[src/rtl/dct_pkg.sv]
package dct_pkg;
  localparam int ADDR_W = 3;
  localparam int FLAG_W = 3;
  localparam int CTL_W  = 5;

  localparam logic [ADDR_W-1:0] REG_CTL  = 3'd0;
  localparam logic [ADDR_W-1:0] REG_CNT  = 3'd1;
  localparam logic [ADDR_W-1:0] REG_BUFA = 3'd2;
  localparam logic [ADDR_W-1:0] REG_BUFB = 3'd3;
  localparam logic [ADDR_W-1:0] REG_MASK = 3'd4;
  localparam logic [ADDR_W-1:0] REG_FLAG = 3'd5;

  localparam int FLAG_A   = 0;
  localparam int FLAG_B   = 1;
  localparam int FLAG_OVF = 2;

  localparam logic [2:0] SRC_OFF      = 3'd0;
  localparam logic [2:0] SRC_EXT_FALL = 3'd6;
  localparam logic [2:0] SRC_EXT_RISE = 3'd7;

  typedef struct packed {
    logic tick;
    logic stepUp;
    logic stepDown;
    logic wrapZero;
    logic loadCmp;
    logic ovfEvt;
  } tmrStrobe_t;
endpackage

[src/rtl/dct_ctrl.sv]
module dct_ctrl
  import dct_pkg::*;
#(
  parameter int CntW      = 8,
  parameter int SyncDepth = 2
) (
  input  logic            clk,
  input  logic            rstN,
  input  logic            ctlWr,
  input  logic [CTL_W-1:0] ctlData,
  input  logic            presTick,
  input  logic            extPin,
  input  logic [CntW-1:0] count,
  input  logic [CntW-1:0] actA,
  output logic [CTL_W-1:0] ctlQ,
  output tmrStrobe_t      strb
);
  localparam logic [CntW-1:0] CntMax = {CntW{1'b1}};

  logic [SyncDepth:0] syncQ;
  logic               dirDown;
  logic [2:0]         clkSel;
  logic               topFromA;
  logic               upDown;
  logic [CntW-1:0]    topVal;
  logic               pinRise;
  logic               pinFall;
  logic               tick;
  logic               atTop;
  logic               atBottom;

  assign clkSel   = ctlQ[2:0];
  assign topFromA = ctlQ[3];
  assign upDown   = ctlQ[4];
  assign topVal   = topFromA ? actA : CntMax;
  assign atTop    = (count >= topVal);
  assign atBottom = (count == '0);

  always_ff @(posedge clk) begin
    if (!rstN) syncQ <= '0;
    else       syncQ <= {syncQ[SyncDepth-1:0], extPin};
  end

  assign pinRise =  syncQ[SyncDepth-1] & ~syncQ[SyncDepth];
  assign pinFall = ~syncQ[SyncDepth-1] &  syncQ[SyncDepth];

  always_comb begin
    case (clkSel)
      SRC_OFF:      tick = 1'b0;
      SRC_EXT_FALL: tick = pinFall;
      SRC_EXT_RISE: tick = pinRise;
      default:      tick = presTick;
    endcase
  end

  always_ff @(posedge clk) begin
    if (!rstN)      ctlQ <= '0;
    else if (ctlWr) ctlQ <= ctlData;
  end

  always_ff @(posedge clk) begin
    if (!rstN || ctlWr) dirDown <= 1'b0;
    else if (tick && upDown) begin
      if (!dirDown && atTop)         dirDown <= 1'b1;
      else if (dirDown && atBottom)  dirDown <= 1'b0;
    end
  end

  always_comb begin
    strb      = '0;
    strb.tick = tick;
    if (tick) begin
      if (!upDown) begin
        if (atTop) begin
          strb.wrapZero = 1'b1;
          strb.loadCmp  = 1'b1;
          strb.ovfEvt   = 1'b1;
        end else begin
          strb.stepUp = 1'b1;
        end
      end else if (!dirDown) begin
        if (atTop) strb.stepDown = !atBottom;
        else       strb.stepUp   = 1'b1;
      end else begin
        if (atBottom) begin
          strb.loadCmp = 1'b1;
          strb.ovfEvt  = 1'b1;
          strb.stepUp  = (topVal != '0);
        end else begin
          strb.stepDown = 1'b1;
        end
      end
    end
  end


  bottom_turn_chk: assert property (@(posedge clk) disable iff (!rstN)
    (tick && upDown && dirDown && atBottom && !ctlWr) |=> !dirDown);


  ctl_restart_chk: assert property (@(posedge clk) disable iff (!rstN)
    ctlWr |=> !dirDown);
endmodule

[src/rtl/dct_datapath.sv]
module dct_datapath
  import dct_pkg::*;
#(
  parameter int CntW = 8
) (
  input  logic              clk,
  input  logic              rstN,
  input  tmrStrobe_t        strb,
  input  logic [ADDR_W-1:0] addr,
  input  logic              wrEn,
  input  logic [CntW-1:0]   wrData,
  output logic [CntW-1:0]   count,
  output logic [CntW-1:0]   bufA,
  output logic [CntW-1:0]   bufB,
  output logic [CntW-1:0]   actA,
  output logic [FLAG_W-1:0] maskQ,
  output logic [FLAG_W-1:0] flagQ,
  output logic              togA,
  output logic              togB
);
  logic [CntW-1:0]   actB;
  logic              cntWr;
  logic              flagWr;
  logic              hitA;
  logic              hitB;
  logic [FLAG_W-1:0] setVec;
  logic [FLAG_W-1:0] clrVec;

  assign cntWr  = wrEn && (addr == REG_CNT);
  assign flagWr = wrEn && (addr == REG_FLAG);
  assign hitA   = strb.tick && (count == actA);
  assign hitB   = strb.tick && (count == actB);

  always_comb begin
    setVec           = '0;
    setVec[FLAG_A]   = hitA;
    setVec[FLAG_B]   = hitB;
    setVec[FLAG_OVF] = strb.ovfEvt;
    clrVec           = flagWr ? wrData[FLAG_W-1:0] : '0;
  end

  always_ff @(posedge clk) begin
    if (!rstN)              count <= '0;
    else if (cntWr)         count <= wrData;
    else if (strb.wrapZero) count <= '0;
    else if (strb.stepUp)   count <= count + CntW'(1);
    else if (strb.stepDown) count <= count - CntW'(1);
  end

  always_ff @(posedge clk) begin
    if (!rstN) begin
      bufA <= '0;
      bufB <= '0;
      actA <= '0;
      actB <= '0;
    end else begin
      if (strb.loadCmp) begin
        actA <= bufA;
        actB <= bufB;
      end
      if (wrEn && addr == REG_BUFA) bufA <= wrData;
      if (wrEn && addr == REG_BUFB) bufB <= wrData;
    end
  end

  always_ff @(posedge clk) begin
    if (!rstN) begin
      maskQ <= '0;
      flagQ <= '0;
      togA  <= 1'b0;
      togB  <= 1'b0;
    end else begin
      if (wrEn && addr == REG_MASK) maskQ <= wrData[FLAG_W-1:0];
      flagQ <= (flagQ & ~clrVec) | setVec;
      togA  <= togA ^ hitA;
      togB  <= togB ^ hitB;
    end
  end


  hold_when_idle_chk: assert property (@(posedge clk) disable iff (!rstN)
    (!strb.tick && !cntWr) |=> (count == $past(count)));


  wrap_zero_chk: assert property (@(posedge clk) disable iff (!rstN)
    (strb.wrapZero && !cntWr) |=> (count == '0));


  match_flag_a_chk: assert property (@(posedge clk) disable iff (!rstN)
    (strb.tick && count == actA) |=> flagQ[FLAG_A]);


  clear_flag_a_chk: assert property (@(posedge clk) disable iff (!rstN)
    (flagWr && wrData[FLAG_A] && !(strb.tick && count == actA)) |=> !flagQ[FLAG_A]);
endmodule

[src/rtl/dual_cmp_timer.sv]
module dual_cmp_timer
  import dct_pkg::*;
#(
  parameter int CntW      = 8,
  parameter int SyncDepth = 2
) (
  input  logic              clk,
  input  logic              rstN,
  input  logic [ADDR_W-1:0] addr,
  input  logic              wrEn,
  input  logic [CntW-1:0]   wrData,
  output logic [CntW-1:0]   rdData,
  input  logic              presTick,
  input  logic              extPin,
  output logic              irqA,
  output logic              irqB,
  output logic              irqOvf,
  output logic              toggleA,
  output logic              toggleB
);
  tmrStrobe_t        strb;
  logic [CTL_W-1:0]  ctlQ;
  logic [CntW-1:0]   count;
  logic [CntW-1:0]   bufA;
  logic [CntW-1:0]   bufB;
  logic [CntW-1:0]   actA;
  logic [FLAG_W-1:0] maskQ;
  logic [FLAG_W-1:0] flagQ;
  logic [FLAG_W-1:0] irqVec;

  dct_ctrl #(.CntW(CntW), .SyncDepth(SyncDepth)) ctrlUnit (
    .clk      (clk),
    .rstN     (rstN),
    .ctlWr    (wrEn && addr == REG_CTL),
    .ctlData  (wrData[CTL_W-1:0]),
    .presTick (presTick),
    .extPin   (extPin),
    .count    (count),
    .actA     (actA),
    .ctlQ     (ctlQ),
    .strb     (strb)
  );

  dct_datapath #(.CntW(CntW)) dataUnit (
    .clk    (clk),
    .rstN   (rstN),
    .strb   (strb),
    .addr   (addr),
    .wrEn   (wrEn),
    .wrData (wrData),
    .count  (count),
    .bufA   (bufA),
    .bufB   (bufB),
    .actA   (actA),
    .maskQ  (maskQ),
    .flagQ  (flagQ),
    .togA   (toggleA),
    .togB   (toggleB)
  );

  assign irqVec = flagQ & maskQ;
  assign irqA   = irqVec[FLAG_A];
  assign irqB   = irqVec[FLAG_B];
  assign irqOvf = irqVec[FLAG_OVF];

  always_comb begin
    rdData = '0;
    case (addr)
      REG_CTL:  rdData[CTL_W-1:0]  = ctlQ;
      REG_CNT:  rdData             = count;
      REG_BUFA: rdData             = bufA;
      REG_BUFB: rdData             = bufB;
      REG_MASK: rdData[FLAG_W-1:0] = maskQ;
      REG_FLAG: rdData[FLAG_W-1:0] = flagQ;
      default:  rdData             = '0;
    endcase
  end
endmodule

[config.mk]
export PLATFORM = sky130hd
export DESIGN_NAME = dual_cmp_timer
export DESIGN_NICKNAME = d
export VERILOG_FILES = /design/src/rtl/dct_pkg.sv /design/src/rtl/dct_ctrl.sv /design/src/rtl/dct_datapath.sv /design/src/rtl/dual_cmp_timer.sv
export SDC_FILE = /design/constraint.sdc
export NUM_CORES = 1
export LEC_CHECK = 0
export ABC_AREA = 1
export ABC_CLOCK_PERIOD_IN_PS = 5270
export CAP_MARGIN = 30
export CORE_ASPECT_RATIO = 1.5
export CORE_MARGIN = 3
export CORE_UTILIZATION = 62
export DETAILED_ROUTE_END_ITERATION = 16
export GPL_TIMING_DRIVEN = 1
export HOLD_SLACK_MARGIN = 0.05
export PLACE_DENSITY_LB_ADDON = 0.1
export SYNTH_ARGS = -nofsm -noshare
export SYNTH_HDL_FRONTEND = slang
export SYNTH_SLANG_ARGS = --single-unit
[constraint.sdc]
create_clock -name clk -period 5.27 [get_ports clk]
set_clock_uncertainty 0.05 [all_clocks]
set_input_delay 1.054 -clock clk [delete_from_list [all_inputs] [get_ports clk]]
set_output_delay 1.054 -clock clk [all_outputs]
set_load 0.05 [all_outputs]
==> results of run 1 <==
-- per-layer routing --
layer / up-vias / wire length, um / GRT usage, %
met5: - / 0 / 0
li1: 1528 / - / -
met3: 37 / 608 / 5.75
met2: 145 / 4320 / 52.9
met4: 0 / 465 / 19.2
met1: 1382 / 3460 / 34.8
-- cell usage in the layout, fill, tap and decap left out, types with 6 or more instances in the layout --
master           instances
ha_1                    14
o21ai_0                 50
nor2_1                  49
clkbuf_8                10
nand2_1                 55
nand2_2                  6
xor2_1                  19
o22ai_1                  8
inv_1                   65
clkdlybuf4s50_1         28
a21oi_1                 51
dfxtp_1                 57
nand3_1                 12
-- cells by family (layout without fill, tap and decap cells) --
kind of cell | Yosys count | after routing | share of synthesized area (%)
xor+xnor | 21 | 21 | 5.71
fa+ha+maj | 15 | 15 | 6.06
flops | 57 | 57 | 35.4
simple gates | 139 | 139 | 19.3
buf+inv | 82 | 113 | 10.6
compound gates | 133 | 133 | 22.9
-- path summary, 6_finish.rpt --
| kind | startpoint | end | slack [ns] | depth (start not counted) |
|---|---|---|---|---|
| worst min-delay path | ctrlUnit.syncQ[0]$_SDFF_PN0_ | ctrlUnit.syncQ[1]$_SDFF_PN0_ | 0.39 | 2 |
| worst max register to register | dataUnit.count[0]$_SDFFE_PN0P_ | dataUnit.count[7]$_SDFFE_PN0P_ | 1.81 | 20 |
| worst min register to register | ctrlUnit.syncQ[0]$_SDFF_PN0_ | ctrlUnit.syncQ[1]$_SDFF_PN0_ | 0.39 | 2 |
| worst max-delay path | addr[1] | rdData[3] | 0.95 | 8 |
-- critical path, stage by stage --
cell and delay, ns:
clkdlybuf4s50_1 0.53, inv_1 0.07, nor2_1 0.13, nand2_1 0.09
inv_1 0.22, a22oi_1 0.13, o211ai_1 0.12, clkdlybuf4s50_1 0.87
-- registers in the layout, indices dropped and copies added, names as in the netlist --
name	flops
dataUnit.togA	1
dataUnit.flagQ	3
dataUnit.count	8
dataUnit.actA	8
dataUnit.bufA	8
dataUnit.maskQ	3
ctrlUnit.ctlQ	5
dataUnit.actB	8
dataUnit.bufB	8
ctrlUnit.dirDown	1
dataUnit.togB	1
ctrlUnit.syncQ	3
-- layout make-up --
class / count / area (um^2)
fillers: 378 / 1180
clock inverters: 6 / 105
inverters: 68 / 255
clock buffers: 10 / 138
repair buffers: 29 / 288
well taps: 66 / 82.6
flip-flops and latches: 57 / 1140
multi-input cells: 308 / 1740
-- power groups by stage --
stage / sequential (mW) / clock [mW] / combinational [mW]
after global routing: 0.474 / 0.524 / 0.224
after floorplan: 0.471 / 0 / 0.150
after CTS: 0.472 / 0.506 / 0.198
final: 0.473 / 0.506 / 0.200
after detailed placement: 0.482 / 0 / 0.196
after global placement: 0.481 / 0 / 0.191
==> run summary, run 1 <==
Pint -> 0.851 mW
WL final -> 8.85 mm
Sum Neg Setup Slack -> 0 ns
total power -> 1.18 mW
number of clock sinks -> 57
nets@finish -> 504
routed vias -> 3092
Layout Utilization -> 76.1%
die height -> 94.3 um
WP data required -> 4.17 ns
sequential cell area fraction in the yosys report -> 35.4%
Hold Vio Cnt, Final -> 0
Finished Layout Cells -> 544
IR Drop Worst-Case VDD -> 0.196 mV
Root Buffer -> clkbuf_8
htree depth -> 3
Max Clock Freq -> 0.231 GHz
Die Width -> 64.8 um
Vias/cell -> 5.68
Psw -> 0.328 mW
Placeable Area -> 0.00493 mm^2
status -> finished, final reports clean
clk slew on worst S/H paths -> 0.07 ns
DRC -> 0
Synth Warn # -> 0
mapped cell area -> 0.00322 mm^2
Min Hold Slack -> 0.387 ns
diodes inserted -> 0
Tcrit/Tclk final -> 82.1%
max_cap viols -> 0
top cells by count, synth -> inv_1 (65), dfxtp_1 (57), nand2_1 (55)
GR Overflow Total -> 0
area leader, netlist -> dfxtp_1
Slew @ Worst Pin -> 0.849 ns
share of the synthesized area in the top cell type -> 35.4%
EDFF count, synth -> 0
Area Growth Syn to Fin -> 16.4%
Placed Area -> 0.00350 mm^2
Yosys cell types -> 37
Clock Latency Late Sink -> 0.35 ns
Max Slew Vio Count -> 0
CP arrival -> 3.22 ns
Final min period -> 4.32 ns
Reg power frac -> 40.1%
CTS tree -> done
Worst Hold Class -> reg -> reg
Die Area -> 0.00611 mm^2
count leader, synth -> inv_1
pre-CTS setup slack -> 0.998 ns
Total GRT Usage -> 30.9%
1st-iter DRT viols -> 199
startpoint types -> primary input
post-synthesis register bit count -> 57
Initial Utilization -> 65.4%
RePlAce Congestion -> 1.01
Top Ports -> 29
postcts setup bufs -> 0
Detailed Routing Iterations Pass 1 -> 5
Switching Share -> 27.8%
IO buf count -> 28
initial antenna violation count -> 0
post_cts resized -> 0
row count -> 31
leakage power -> 1.81 nW
Synthesized Nets -> 478
PwrDens -> 315 mW/mm^2
RSZ-0062 raised after global routing -> no
ys flop type -> dfxtp_1
Synth area leaders -> dfxtp_1 (35%), a21oi_1 (7.9%), o21ai_0 (7.8%)
Final Cell Area -> 0.00375 mm^2
Slew headroom -> 43.2%
Async SR Flop Fraction -> 0%
fraction of layout cells with a size suffix above 1 -> 7.95%
final setup fails -> 0
clock share of power -> 42.9%
CP Max Fanout -> 8
HPWL after DPL -> 6.29 mm
final worst slack -> 0.946 ns
Worst setup EP type -> output port
critical setup path kind -> in -> out
global-route wire length before repair -> 14.0 mm
total CTS buffers -> 9
drt wl/cell -> 16.3 um
CTS Hold Bufs -> 0
clock buffer depth -> 2
number of global-route vias before repair -> 2928
Cells after Synth -> 447
Placed Cells -> 528
post-route ant nets -> 0
Avg Cell Area, Syn -> 7.20 um^2
largest net degree at the start of global routing -> 55
Logic pwr share -> 17.0%
Note: power is estimated with default switching activity, not from simulation.
==> run 2, diff against run 1 <==
Settings changed: ABC_CLOCK_PERIOD_IN_PS 5270 to 4100, CORE_UTILIZATION 62 to 58.
Clock period 5.27 ns to 4.1 ns, I/O delays scaled along.
==> run 2 against run 1 <==
Net effect:
- die area is 6.4% higher
- via count is 1.1% higher
- worst hold slack worse by 0.015 ns
- sequential power is 25% higher
- clock power is 19% higher
- clock-buffer cell count is 1 higher
- total power is 25% higher
- largest cell class unchanged
- largest power group unchanged
==> run summary, run 2 (synthesis results as in run 1) <==
CP Max Fanout -> 5 (-3)
Placed Cells -> 535 (+1.3%)
WL final -> 9.20 mm (+3.9%)
initial antenna violation count -> 0 (unchanged)
fill count -> 443 (+17%)
Total GRT Usage -> 30.3% (-0.67 points)
IR Drop Worst-Case VDD -> 0.270 mV (+38%)
Die Area -> 0.00650 mm^2 (+6.4%)
Critical Path End -> rdData[1]
RePlAce Congestion -> 0.939 (-7.2%)
Sum Neg Setup Slack -> 0 ns (unchanged)
Worst setup EP type -> output port
Initial Utilization -> 61.4% (-4.0 points)
largest net degree at the start of global routing -> 55 (unchanged)
clock buffer depth -> 2 (unchanged)
HPWL after DPL -> 6.69 mm (+6.4%)
Seq. cell area -> 0.00114 mm^2 (unchanged)
fraction of layout cells with a size suffix above 1 -> 8.90% (+0.95 points)
CTS Hold Bufs -> 0 (unchanged)
Clock Latency Late Sink -> 0.34 ns (about the same)
1st-iter DRT viols -> 198 (-0.50%)
max_cap viols -> 0 (unchanged)
WP data required -> 3.23 ns (-0.94 ns)
r2r endpoint -> dataUnit.count[3]$_SDFFE_PN0P_
critical setup path kind -> in -> out
PwrDens -> 392 mW/mm^2 (+25%)
number of global-route vias before repair -> 3109 (+6.2%)
Final min period -> 3.82 ns
post-route ant nets -> 0 (unchanged)
commonest non-fill, non-tap cell in the layout -> inv_1
diodes inserted -> 0 (unchanged)
Placeable Area -> 0.00525 mm^2 (+6.5%)
Worst Reg-to-Reg Cells -> 16 (-20%)
commonest non-fill, non-tap cells in the layout -> inv_1 (65), dfxtp_1 (57), nand2_1 (55), a21oi_1 (51), o21ai_0 (50)
startpoint types -> primary input
routed vias -> 3127 (+1.1%)
row count -> 32 (+3.2%)
postcts setup bufs -> 0 (unchanged)
leakage power -> 1.83 nW (+0.87%)
Vias/cell -> 5.68 (-0.15%)
Tcrit/Tclk final -> 93.2%
worst hold stages -> 2 (unchanged)
clk slew on worst S/H paths -> 0.07 ns (about the same)
Detailed Routing Iterations Pass 1 -> 4 (-1)
Worst Hold Class -> reg -> reg
Hold Vio Cnt, Final -> 0 (unchanged)
nets@finish -> 509 (+0.99%)
status -> finished, final reports clean
Max Clock Freq -> 0.262 GHz
CTS tree -> done
Finished Layout Cells -> 551 (+1.3%)
total CTS buffers -> 9 (unchanged)
Slew @ Worst Pin -> 0.894 ns (+0.0452 ns)
Top Ports -> 29 (unchanged)
final setup fails -> 0 (unchanged)
area of the multi-input gates -> 0.00174 mm^2 (unchanged)
number of clock sinks -> 57 (unchanged)
drt wl/cell -> 16.7 um (+2.6%)
CP arrival -> 2.95 ns (-0.27 ns)
RSZ-0062 raised after global routing -> no
Area Growth Syn to Fin -> 17.2%
GR Overflow Total -> 0 (unchanged)
die height -> 97.3 um (+3.2%)
htree depth -> 3 (unchanged)
worst reg2reg startpoint -> dataUnit.count[2]$_SDFFE_PN0P_
IO buf count -> 28 (unchanged)
Max Slew Vio Count -> 0 (unchanged)
post_cts resized -> 0 (unchanged)
internal reg-to-reg setup slack -> 0.85 ns (-0.96 ns)
Die Width -> 66.8 um (+3.1%)
Root Buffer -> clkbuf_8
CP Launch Point -> addr[2]
global-route wire length before repair -> 14.8 mm (+5.6%)
Slew headroom -> 40.2% (-3.0 points)
DRC -> 0 (unchanged)
-- run 2: cell count changes in the layout (fill, tap and decap cells not counted), sizes merged --
| cell | change |
|---|---|
| clkinv | -1 |
| bufinv | -1 |
| clkbuf | +1 |
| clkinvlp | +1 |
| buf | +5 |
-- run 2: routing by layer --
| layer | global-route usage [%] | wire length, um | vias to the layer above |
|---|---|---|---|
| met5 | 0 | 0 | - |
| met4 | 16.3 | 447 | 0 |
| met3 | 6.37 | 620 | 36 |
| met2 | 51.4 | 4650 | 125 |
| met1 | 34.2 | 3480 | 1432 |
| li1 | - | - | 1534 |
-- run 2: worst max-delay path: stages --
cell             delay, ns
clkdlybuf4s50_1       0.55
nor2_1                0.09
nand2_1               0.16
inv_1                 0.13
a221oi_1              0.32
o221ai_1              0.16
clkdlybuf4s50_1       0.72
-- run 2: area by class of cell --
type                    count  share of cell area, %
clock inverters             5                   2.06
repair buffers             34                   8.62
clock buffers              11                   4.01
inverters                  68                   6.76
multi-input cells         308                   46.1
well taps                  68                   2.25
flip-flops and latches     57                   30.2
-- run 2: through the flow --
step	setup slack [ns]	power [mW]	utilization, %	instance area [um^2]	hold slack, ns
detailed placement	0.317	0.884	67.6	3540	0.356
CTS	0.325	1.48	71.9	3770	0.374
finish	0.279	1.48	71.9	3770	0.371
global placement	0.329	0.876	67.6	3540	0.343
floorplan	1.22	0.798	-	3220	0.340
global route	0.117	1.55	71.9	3770	0.419
-- run 2: how the worst min path moves through the flow --
stage | startpoint | end | slack, ns
6_report | ctrlUnit.syncQ[0]$_SDFF_PN0_ | ctrlUnit.syncQ[1]$_SDFF_PN0_ | 0.37
5_1_grt | ctrlUnit.syncQ[1]$_SDFF_PN0_ | ctrlUnit.syncQ[2]$_SDFF_PN0_ | 0.42
4_1_cts | ctrlUnit.syncQ[0]$_SDFF_PN0_ | ctrlUnit.syncQ[1]$_SDFF_PN0_ | 0.37
3_5_place_dp | ctrlUnit.syncQ[0]$_SDFF_PN0_ | ctrlUnit.syncQ[1]$_SDFF_PN0_ | 0.36
3_3_place_gp | ctrlUnit.syncQ[0]$_SDFF_PN0_ | ctrlUnit.syncQ[1]$_SDFF_PN0_ | 0.34
2_1_floorplan | ctrlUnit.syncQ[0]$_SDFF_PN0_ | ctrlUnit.syncQ[1]$_SDFF_PN0_ | 0.34
-- run 2: power by group --
group	internal, mW	switching, mW
registers	0.573	0.0203
clock network	0.373	0.229
logic	0.111	0.173
